[src/rtl/mag_pkg.sv]
`timescale 1ns/1ps
package mag_pkg;
   typedef enum logic [2:0] {
      OP_PLAIN   = 3'd0,
      OP_FLOAT   = 3'd1,
      OP_MULTI   = 3'd2,
      OP_LRESV   = 3'd3,
      OP_SCOND   = 3'd4,
      OP_XCTL    = 3'd5,
      OP_STRING  = 3'd6,
      OP_BZERO   = 3'd7
   } op_class_e;

   localparam int CAUSE_W      = 5;
   localparam int C_WORD       = 0;
   localparam int C_BZ_PAGE    = 1;
   localparam int C_BZ_CACHE   = 2;
   localparam int C_LE_NATURAL = 3;
   localparam int C_LE_FORBID  = 4;
endpackage

[src/rtl/mag_natural.sv]
`timescale 1ns/1ps
module mag_natural #(
   parameter int ADDR_LSB_W = 3,
   parameter int SIZE_W     = 2
) (
   input  logic [ADDR_LSB_W-1:0] addr_lo,
   input  logic [SIZE_W-1:0]     size,
   output logic                  unnatural
);
   localparam int MAX_SIZE = (1 << SIZE_W) - 1;

   if (MAX_SIZE > ADDR_LSB_W) begin : g_bad_width
      $error("mag_natural: address field too narrow for largest size");
   end

   logic [ADDR_LSB_W-1:0] hit;

   for (genvar i = 0; i < ADDR_LSB_W; i++) begin : g_bit
      assign hit[i] = addr_lo[i] && (int'(size) > i);
   end

   assign unnatural = |hit;
endmodule

[src/rtl/mag_rules.sv]
`timescale 1ns/1ps
module mag_rules
   import mag_pkg::*;
#(
   parameter int ADDR_LSB_W = 3,
   parameter int SIZE_W     = 2,
   parameter bit LE_SUPPORT = 1'b1
) (
   input  logic [2:0]            op_class,
   input  logic [ADDR_LSB_W-1:0] addr_lo,
   input  logic [SIZE_W-1:0]     size,
   input  logic                  le_mode,
   input  logic                  pg_inhibit,
   input  logic                  pg_wthru,
   input  logic                  dc_locked,
   input  logic                  dc_disabled,
   output logic [CAUSE_W-1:0]    cause
);
   op_class_e op;
   logic      word_class;
   logic      is_bz;
   logic      le_nat_bad;
   logic      le_forbid;

   assign op = op_class_e'(op_class);

   always_comb begin
      word_class = 1'b0;
      unique case (op)
         OP_FLOAT, OP_MULTI, OP_LRESV, OP_SCOND, OP_XCTL: word_class = 1'b1;
         default: word_class = 1'b0;
      endcase
   end

   assign is_bz = (op == OP_BZERO);

   if (LE_SUPPORT) begin : g_le
      logic unnatural;
      mag_natural #(
         .ADDR_LSB_W(ADDR_LSB_W),
         .SIZE_W    (SIZE_W)
      ) u_nat (
         .addr_lo  (addr_lo),
         .size     (size),
         .unnatural(unnatural)
      );
      assign le_nat_bad = le_mode && unnatural;
      assign le_forbid  = le_mode && ((op == OP_MULTI) || (op == OP_STRING));
   end else begin : g_no_le
      assign le_nat_bad = 1'b0;
      assign le_forbid  = 1'b0;
   end

   always_comb begin
      cause               = '0;
      cause[C_WORD]       = word_class && (|addr_lo[1:0]);
      cause[C_BZ_PAGE]    = is_bz && (pg_inhibit || pg_wthru);
      cause[C_BZ_CACHE]   = is_bz && (dc_locked || dc_disabled);
      cause[C_LE_NATURAL] = le_nat_bad;
      cause[C_LE_FORBID]  = le_forbid;
   end
endmodule

[src/rtl/misalign_guard.sv]
`timescale 1ns/1ps
module misalign_guard
   import mag_pkg::*;
#(
   parameter int          ADDR_LSB_W = 3,
   parameter int          SIZE_W     = 2,
   parameter int          VEC_W      = 20,
   parameter logic [19:0] VEC_OFFSET = 20'h00600,
   parameter bit          LE_SUPPORT = 1'b1
) (
   input  logic                  clk,
   input  logic                  rst_n,
   input  logic                  req_valid,
   input  logic [2:0]            req_class,
   input  logic [ADDR_LSB_W-1:0] req_addr_lo,
   input  logic [SIZE_W-1:0]     req_size,
   input  logic                  req_le,
   input  logic                  req_inhibit,
   input  logic                  req_wthru,
   input  logic                  dc_locked,
   input  logic                  dc_disabled,
   output logic                  res_valid,
   output logic                  res_fault,
   output logic [CAUSE_W-1:0]    res_cause,
   output logic [VEC_W-1:0]      res_vector
);
   localparam logic [VEC_W-1:0] VEC_VAL = VEC_W'(VEC_OFFSET);

   if (ADDR_LSB_W < 3) begin : g_bad_addr
      $error("misalign_guard: ADDR_LSB_W must be at least 3");
   end
   if (VEC_W < 12) begin : g_bad_vec
      $error("misalign_guard: VEC_W too narrow for the handler offset");
   end

   logic [CAUSE_W-1:0] cause_d;

   mag_rules #(
      .ADDR_LSB_W(ADDR_LSB_W),
      .SIZE_W    (SIZE_W),
      .LE_SUPPORT(LE_SUPPORT)
   ) u_rules (
      .op_class   (req_class),
      .addr_lo    (req_addr_lo),
      .size       (req_size),
      .le_mode    (req_le),
      .pg_inhibit (req_inhibit),
      .pg_wthru   (req_wthru),
      .dc_locked  (dc_locked),
      .dc_disabled(dc_disabled),
      .cause      (cause_d)
   );

   always_ff @(posedge clk) begin
      if (!rst_n) begin
         res_valid  <= 1'b0;
         res_fault  <= 1'b0;
         res_cause  <= '0;
         res_vector <= '0;
      end else begin
         res_valid <= req_valid;
         if (req_valid) begin
            res_cause  <= cause_d;
            res_fault  <= |cause_d;
            res_vector <= (|cause_d) ? VEC_VAL : '0;
         end
      end
   end

   a_r1_valid_follows: assert property (@(posedge clk) disable iff (!rst_n)
      req_valid |=> res_valid);
   a_r1_no_spurious: assert property (@(posedge clk) disable iff (!rst_n)
      !req_valid |=> !res_valid);
   a_r2_word_class: assert property (@(posedge clk) disable iff (!rst_n)
      (req_valid && (req_class >= 3'd1) && (req_class <= 3'd5) && (req_addr_lo[1:0] != 2'b00))
      |=> (res_fault && res_cause[C_WORD]));
   a_r3_bz_page: assert property (@(posedge clk) disable iff (!rst_n)
      (req_valid && (req_class == 3'd7) && (req_inhibit || req_wthru)) |=> res_cause[C_BZ_PAGE]);
   a_r6_le_forbid: assert property (@(posedge clk) disable iff (!rst_n)
      (req_valid && req_le && ((req_class == 3'd2) || (req_class == 3'd6))) |=> res_fault);
   a_r7_plain_be_clean: assert property (@(posedge clk) disable iff (!rst_n)
      (req_valid && !req_le && ((req_class == 3'd0) || (req_class == 3'd6))) |=> !res_fault);
   a_r8_vector: assert property (@(posedge clk) disable iff (!rst_n)
      (res_valid && res_fault) |-> (res_vector == VEC_VAL));
endmodule

[config.mk]
export PLATFORM = sky130hd
export DESIGN_NAME = misalign_guard
export DESIGN_NICKNAME = d
export VERILOG_FILES = /design/src/rtl/mag_pkg.sv /design/src/rtl/mag_natural.sv /design/src/rtl/mag_rules.sv /design/src/rtl/misalign_guard.sv
export SDC_FILE = /design/constraint.sdc
export NUM_CORES = 1
export LEC_CHECK = 0
export BUFFER_PORTS_ARGS = -buffer_cell sky130_fd_sc_hd__buf_2
export CAP_MARGIN = 10
export CORE_AREA = 2 2 43 45
export DETAILED_ROUTE_END_ITERATION = 6
export DIE_AREA = 0 0 45 47
export HOLD_SLACK_MARGIN = 0.1
export PLACE_DENSITY = 0.69
export SYNTH_ARGS = -nofsm -noshare
export SYNTH_HDL_FRONTEND = slang
export SYNTH_SLANG_ARGS = --single-unit
[constraint.sdc]
create_clock -name clk -period 1.1 [get_ports clk]
set_clock_uncertainty 0.1 [all_clocks]
set_input_delay 0.165 -clock clk [delete_from_list [all_inputs] [get_ports clk]]
set_output_delay 0.165 -clock clk [all_outputs]
set_load 0.05 [all_outputs]
==> run summary, run 1 <==
### Outcome
- **run status** finished, final reports clean

### Worst hold path
- **endpoint of the worst hold path** res_vector[9]$_SDFFE_PN0P_
- **Worst Hold Depth** 3
- **path class of the lowest-slack min-delay path** in -> reg
- **launch instance of the worst min-delay path** rst_n

### Worst setup path
- **Req. time, crit path** 0.83 ns
- **data arrival time of the critical path** 0.82 ns
- **cell count of the worst reg-to-reg path** 2
- **worst reg2reg endpoint** res_cause[1]$_SDFFE_PN0P_
- **critical register-to-register path startpoint** res_cause[1]$_SDFFE_PN0P_
- **kind of cell adding the most delay to the critical path** flip-flops
- **kind of launch point of the worst setup path** flop
- **maximum fanout along the worst path** 4
- **longest individual stage delay on the worst path** 0.34 ns
- **endpoint type of the worst setup path** output port
- **launching instance or port of the critical path** res_vector[9]$_SDFFE_PN0P_
- **buffers plus inverters on the worst setup path** 1
- **critical setup path kind** reg -> out
- **Worst R2R Setup Slack** 0.33 ns
- **highest-delay cell along the critical path** sky130_fd_sc_hd__dfxtp_2
- **cell-by-cell listing of the critical path** clkbuf_4

### Global routing
- **vias in the first global route** 383
- **sum of overflow across all layers after global routing** 0
- **largest net degree at the start of global routing** 9
- **GRT Util Overall** 0.108
- **first-pass GRT wire length** 1580 um
- **number of antenna violations at the first check in global routing** 0

### Clock network
- **Clock Root Buffer** sky130_fd_sc_hd__clkbuf_4
- **number of H-tree levels** 1
- **clock insertion delay at the later pin of the skew report** 0.25 ns
- **CTS tree** built
- **Num CTS Buffers** 3
- **Reg clk slew, reported paths** 0.05 ns
- **worst-case clock buffer depth** 2
- **# clock sinks** 7

### Drt
- **number of nets still failing antenna checks after routing** 0
- **Total Routed Length** 984 um
- **number of DRC violations after detailed routing** 0
- **detailed-router iteration count before antenna repair** 3
- **total vias in the final route** 435
- **post-detailed-route via-to-cell ratio** 4.22
- **Iter 0 DRT Violations** 3
- **routed wire length per instance** 9.55 um

### Synthesis
- **EDFF count, synth** 0
- **Netlist Area Pre-Place** 504 um^2
- **Yosys top cell by area** sky130_fd_sc_hd__buf_4
- **Async S/R FF share, synth** 0
- **ys flop type** sky130_fd_sc_hd__dfxtp_1
- **most area-consuming cells after synthesis** sky130_fd_sc_hd__buf_4 30%, sky130_fd_sc_hd__dfxtp_1 28%, sky130_fd_sc_hd__nand3_1 3.0%, sky130_fd_sc_hd__o21ai_0 3.0%, sky130_fd_sc_hd__a21boi_0 3.0%
- **Syn Inst Count** 58
- **average footprint of a synthesized cell** 8.69 um^2
- **post-synthesis sequential element count** 7
- **Netlist cell types** 25
- **share of the synthesized area in the top cell type** 0.298
- **warning count from the yosys run** 0
- **most numerous cell in the Yosys netlist** sky130_fd_sc_hd__buf_4
- **sequential-to-total area share from yosys stat** 0.278
- **most common library cells after synthesis** 20 x sky130_fd_sc_hd__buf_4, 7 x sky130_fd_sc_hd__dfxtp_1, 3 x sky130_fd_sc_hd__nand2_1, 3 x sky130_fd_sc_hd__nand3_1, 3 x sky130_fd_sc_hd__o21ai_0

### Pwr
- **Net Sw Power** 343 uW
- **power share of the combinational group** 0.389
- **part of the power in registers** 0.332
- **Switching Share** 0.417
- **total power consumption of the routed design** 822 uW
- **standby leakage power** 0.330 nW
- **Cell Pwr Density** 1300 nW/um^2
- **highest ir drop seen on vdd** 909 uV
- **internal power component** 479 uW
- **relative contribution of the clock network to total power** 0.279

### Timing
- **setup repair after global routing missed its margin** yes
- **final worst-path cycle share** 0.987
- **count of final max-slew check failures** 0
- **Final min period** 1.09 ns
- **number of endpoints failing setup at the final stage** 0
- **number of hold violations in the final report** 0
- **upper clock frequency limit** 921 MHz

### Floorplan
- **initial core utilization** 0.305
- **Horiz. Die Dim** 45 um
- **ports placed on the boundary** 43
- **die area** 2120 um^2
- **floorplan die height** 47 um
- **number of placement rows** 15
- **Core Region** 1650 um^2

### Final layout
- **number of nets in the final layout** 103
- **share of the core filled with cells** 0.384
- **layout cell share with drive strength beyond 1** 0.407
- **antenna diode count** 0
- **Fillers** 183
- **synthesis-to-finish area growth** 25.8%

### Placed design
- **count of input and output buffers** 24
- **HPWL reported at the end of detailed placement** 844 um
- **Final Wtd Congestion** 0.783

### Run
- **max cap viols** 0

flip-flops by register name, summed over array words and instances (netlist names):
name and cells:
res_cause 5, res_vector 1, res_valid 1
stage by stage:
stage	cells	setup TNS [ns]	worst slack (ns)	instance area, um^2	hold WS (ns)
after detailed placement	98	-0.0929	-0.0929	578	0.360
after global routing	103	-0.0347	-0.0181	634	0.106
after floorplan	75	0	0.0436	569	0.187
final	103	0	0.0138	634	0.105
after global placement	98	-0.0784	-0.0784	578	0.357
after CTS	103	-0.0711	-0.0243	627	0.100
worst max-delay path by stage:
| stage | depth (start not counted) | slack [ns] | endpoint |
|---|---|---|---|
| 2_1_floorplan | 3 | 0.04 | res_vector[9]$_SDFFE_PN0P_ |
| 3_3_place_gp | 4 | -0.08 | res_vector[9]$_SDFFE_PN0P_ |
| 3_5_place_dp | 4 | -0.09 | res_vector[9]$_SDFFE_PN0P_ |
| 4_1_cts | 1 | -0.02 | res_fault |
| 5_1_grt | 1 | -0.02 | res_vector[9] |
| 6_report | 1 | 0.01 | res_fault |
power by group through the flow:
stage                     logic (mW)  registers (mW)  clock network (mW)
after global placement         0.307           0.277                   0
after global routing           0.339           0.273               0.261
after detailed placement       0.309           0.277                   0
after floorplan                0.259           0.318                   0
after CTS                      0.315           0.272               0.242
final                          0.320           0.273               0.229
routing by layer:
metal	GRT usage	up-vias	wire length (um)
met4	0.0353	0	0
met1	0.114	185	382
met2	0.183	28	479
met3	0.0615	0	123
li1	-	222	-
met5	0	-	0
final cells by class:
class                           count  area [um^2]  share of cell area
Tap cell                           17         21.3              0.0335
Inverter                            1         3.75             0.00592
Sequential cell                     7          141               0.223
Timing Repair Buffer               28          173               0.272
Multi-Input combinational cell     46          269               0.424
Clock buffer                        4         26.3              0.0414
cell usage in the layout (no fill, tap or decap), drive strengths merged:
cell type    netlist  layout
o211a              1       1
nand2              3       3
nor2b              1       1
and2b              1       1
dlygate4sd3        0       1
a21boi             3       3
a211o              1       1
buf               21      25
a211oi             1       1
dfxtp              7       7
nand4b             1       1
mux2i              1       1
o2bb2ai            1       1
nand3              3       3
a31oi              1       1
inv                1       1
and2               2       2
conb               1      18
nand4              1       1
a21o               1       1
o21ai              3       3
o2111a             1       1
a2bb2oi            1       1
or3                1       1
clkbuf             0       6
cell families (layout without fill, tap and decap cells):
family / Yosys count / after routing / share of synthesized area
muxes: 1 / 1 / 0.0199
AOI/OAI and AO/OA: 14 / 14 / 0.221
DFF: 7 / 7 / 0.278
and+or+nand+nor: 13 / 13 / 0.159
buffers and inverters: 22 / 33 / 0.315
other: 1 / 18 / 0.00744
timing repair:
item                       4_1_cts  5_1_grt
hold buffers                     1        0
hold endpoints to repair         1        0
gates resized for setup          5        4
setup endpoints to repair        8        3
setup buffers                    0        0
No activity file was read; power rests on OpenSTA's default activity.
==> run 2, diff against run 1 <==
REMOVE_ABC_BUFFERS = 1   (was default)
==> run summary, run 2 (synthesized netlist as in run 1, its figures left out) <==
### Worst setup path
- **buffers plus inverters on the worst setup path** 1, unchanged
- **data arrival time of the critical path** 0.79 ns, -0.03 ns
- **Critical Path Stages** 1, unchanged
- **Req. time, crit path** 0.83 ns, about the same
- **cell-by-cell listing of the critical path** buf_2
- **critical setup path kind** reg -> out
- **highest-delay cell along the critical path** sky130_fd_sc_hd__dfxtp_1
- **endpoint type of the worst setup path** output port
- **launching instance or port of the critical path** res_valid$_SDFF_PN0_
- **critical register-to-register path startpoint** res_cause[1]$_SDFFE_PN0P_
- **longest individual stage delay on the worst path** 0.30 ns, -0.04 ns
- **cell count of the worst reg-to-reg path** 2, unchanged
- **Worst R2R Setup Slack** 0.33 ns, about the same
- **timing endpoint of the critical path** res_valid
- **worst reg2reg endpoint** res_cause[1]$_SDFFE_PN0P_
- **maximum fanout along the worst path** 1, -3
- **kind of cell adding the most delay to the critical path** flip-flops
- **kind of launch point of the worst setup path** flop

### Drt
- **Iter 0 DRT Violations** 2, -1
- **number of nets still failing antenna checks after routing** 0, unchanged
- **total vias in the final route** 449, +3.2%
- **post-detailed-route via-to-cell ratio** 4.36, +3.2%
- **routed wire length per instance** 9.42 um, -1.4%
- **detailed-router iteration count before antenna repair** 2, -1
- **Total Routed Length** 970 um, -1.4%
- **number of DRC violations after detailed routing** 0, unchanged

### Clock network
- **clock insertion delay at the later pin of the skew report** 0.26 ns, about the same
- **number of H-tree levels** 1, unchanged
- **worst-case clock buffer depth** 2, unchanged
- **Num CTS Buffers** 3, unchanged
- **Reg clk slew, reported paths** 0.05 ns, about the same
- **post-CTS setup buffers** 0, unchanged
- **# clock sinks** 7, unchanged
- **CTS tree** built
- **Clock Root Buffer** sky130_fd_sc_hd__clkbuf_4

### Placed design
- **Final Wtd Congestion** 0.751, -4.0%
- **placement-stage cell area** 577 um^2, -0.22%
- **count of input and output buffers** 24, unchanged
- **HPWL reported at the end of detailed placement** 818 um, -3.0%

### Timing
- **Final min period** 1.06 ns, -0.0284 ns
- **count of final max-slew check failures** 0, unchanged
- **upper clock frequency limit** 945 MHz, +2.7%
- **number of hold violations in the final report** 0, unchanged
- **setup repair after global routing missed its margin** no
- **number of endpoints failing setup at the final stage** 0, unchanged
- **final worst-path cycle share** 0.962, -0.0258

### Final layout
- **most frequent standard cell in the layout excluding fill and tap cells** sky130_fd_sc_hd__conb_1
- **antenna diode count** 0, unchanged
- **layout cell share with drive strength beyond 1** 0.419, +0.0116
- **number of nets in the final layout** 103, unchanged
- **largest registers ranked by flip-flop count** res_cause: 5 flops, res_valid: 1 flops, res_vector: 1 flops
- **register bank with the most flops** res_cause
- **leading cell types in the layout, fill and taps excluded** 18 x sky130_fd_sc_hd__conb_1, 16 x sky130_fd_sc_hd__buf_2, 8 x sky130_fd_sc_hd__buf_4
- **synthesis-to-finish area growth** 28.3%
- **flip-flop count of the largest register after layout** 5, unchanged
- **cell area after layout** 647 um^2, +2.0%
- **Fillers** 166, -9.3%

### Pwr
- **highest ir drop seen on vdd** 551 uV, -39%
- **Cell Pwr Density** 1290 nW/um^2, -0.20%
- **Net Sw Power** 356 uW, +4.0%
- **internal power component** 480 uW, +0.19%
- **standby leakage power** 0.337 nW, +2.0%
- **power share of the combinational group** 0.390, about the same
- **total power consumption of the routed design** 836 uW, +1.8%
- **Switching Share** 0.426, +0.00905
- **relative contribution of the clock network to total power** 0.282, +0.003
- **part of the power in registers** 0.328, -0.004

### Floorplan
- **die area** 2120 um^2, unchanged
- **initial core utilization** 0.305, unchanged
- **number of placement rows** 15, unchanged
- **Core Region** 1650 um^2, unchanged
- **ports placed on the boundary** 43, unchanged
- **floorplan die height** 47 um, unchanged
- **Horiz. Die Dim** 45 um, unchanged

### Global routing
- **sum of overflow across all layers after global routing** 0, unchanged
- **GRT Util Overall** 0.107, -0.000714
- **number of antenna violations at the first check in global routing** 0, unchanged
- **first-pass GRT wire length** 1570 um, -0.44%
- **largest net degree at the start of global routing** 9, unchanged
- **vias in the first global route** 373, -2.6%

### Worst hold path
- **launch instance of the worst min-delay path** req_le
- **path class of the lowest-slack min-delay path** in -> reg

### Outcome
- **run status** finished, final reports clean

### Run
- **max cap viols** 0, unchanged

## run 2: changes by cell type in the layout (fill, tap and decap cells not counted), sizes merged
cell    change
buf         +2
clkbuf      -3
clkinv      +1
## run 2: worst min path at each step
stage                                       endpoint  cells past startpoint
after CTS                 res_vector[9]$_SDFFE_PN0P_                      3
final                     res_vector[9]$_SDFFE_PN0P_                      3
after detailed placement   res_cause[1]$_SDFFE_PN0P_                      2
after floorplan            res_cause[1]$_SDFFE_PN0P_                      1
after global routing       res_cause[3]$_SDFFE_PN0P_                      3
after global placement     res_cause[1]$_SDFFE_PN0P_                      2
## run 2: per-stage QoR
stage / setup slack [ns] / utilization / instances / hold WS, ns / setup TNS (ns)
global route: 0.000180 / 0.392 / 103 / 0.125 / 0
global placement: -0.0808 / 0.349 / 98 / 0.351 / -0.0808
finish: 0.0422 / 0.392 / 103 / 0.117 / 0
CTS: -0.0577 / 0.380 / 103 / 0.116 / -0.167
floorplan: -0.645 / - / 54 / 0.187 / -1.87
detailed placement: -0.0868 / 0.349 / 98 / 0.355 / -0.0868
## run 2: cell type report
cell class / count / area (um^2) / share of cell area
Multi-Input combinational cell: 46 / 269 / 0.416
Timing Repair Buffer: 28 / 184 / 0.284
Sequential cell: 7 / 141 / 0.219
Clock buffer: 3 / 22.5 / 0.0348
Tap cell: 17 / 21.3 / 0.0329
Clock inverter: 1 / 5.00 / 0.00774
Inverter: 1 / 3.75 / 0.00580
## run 2: power groups by stage
stage | clock [mW] | combinational, mW | sequential, mW
2_1_floorplan | 0 | 0.173 | 0.339
3_5_place_dp | 0 | 0.308 | 0.277
3_3_place_gp | 0 | 0.306 | 0.276
5_1_grt | 0.270 | 0.347 | 0.275
6_report | 0.236 | 0.326 | 0.274
4_1_cts | 0.244 | 0.315 | 0.272
## run 2: metal layers
layer / track usage / up-vias / wire length [um]
met1: 0.112 / 203 / 379
met2: 0.177 / 26 / 498
met5: 0 / - / 0
li1: - / 220 / -
met4: 0.0529 / 0 / 0
met3: 0.0577 / 0 / 92
## run 2: timing repair
item,CTS,global route
endpoints found under the setup margin,8,3
pin swaps,0,0
gates resized for setup,5,10
hold endpoints to repair,2,0
hold buffers,1,0
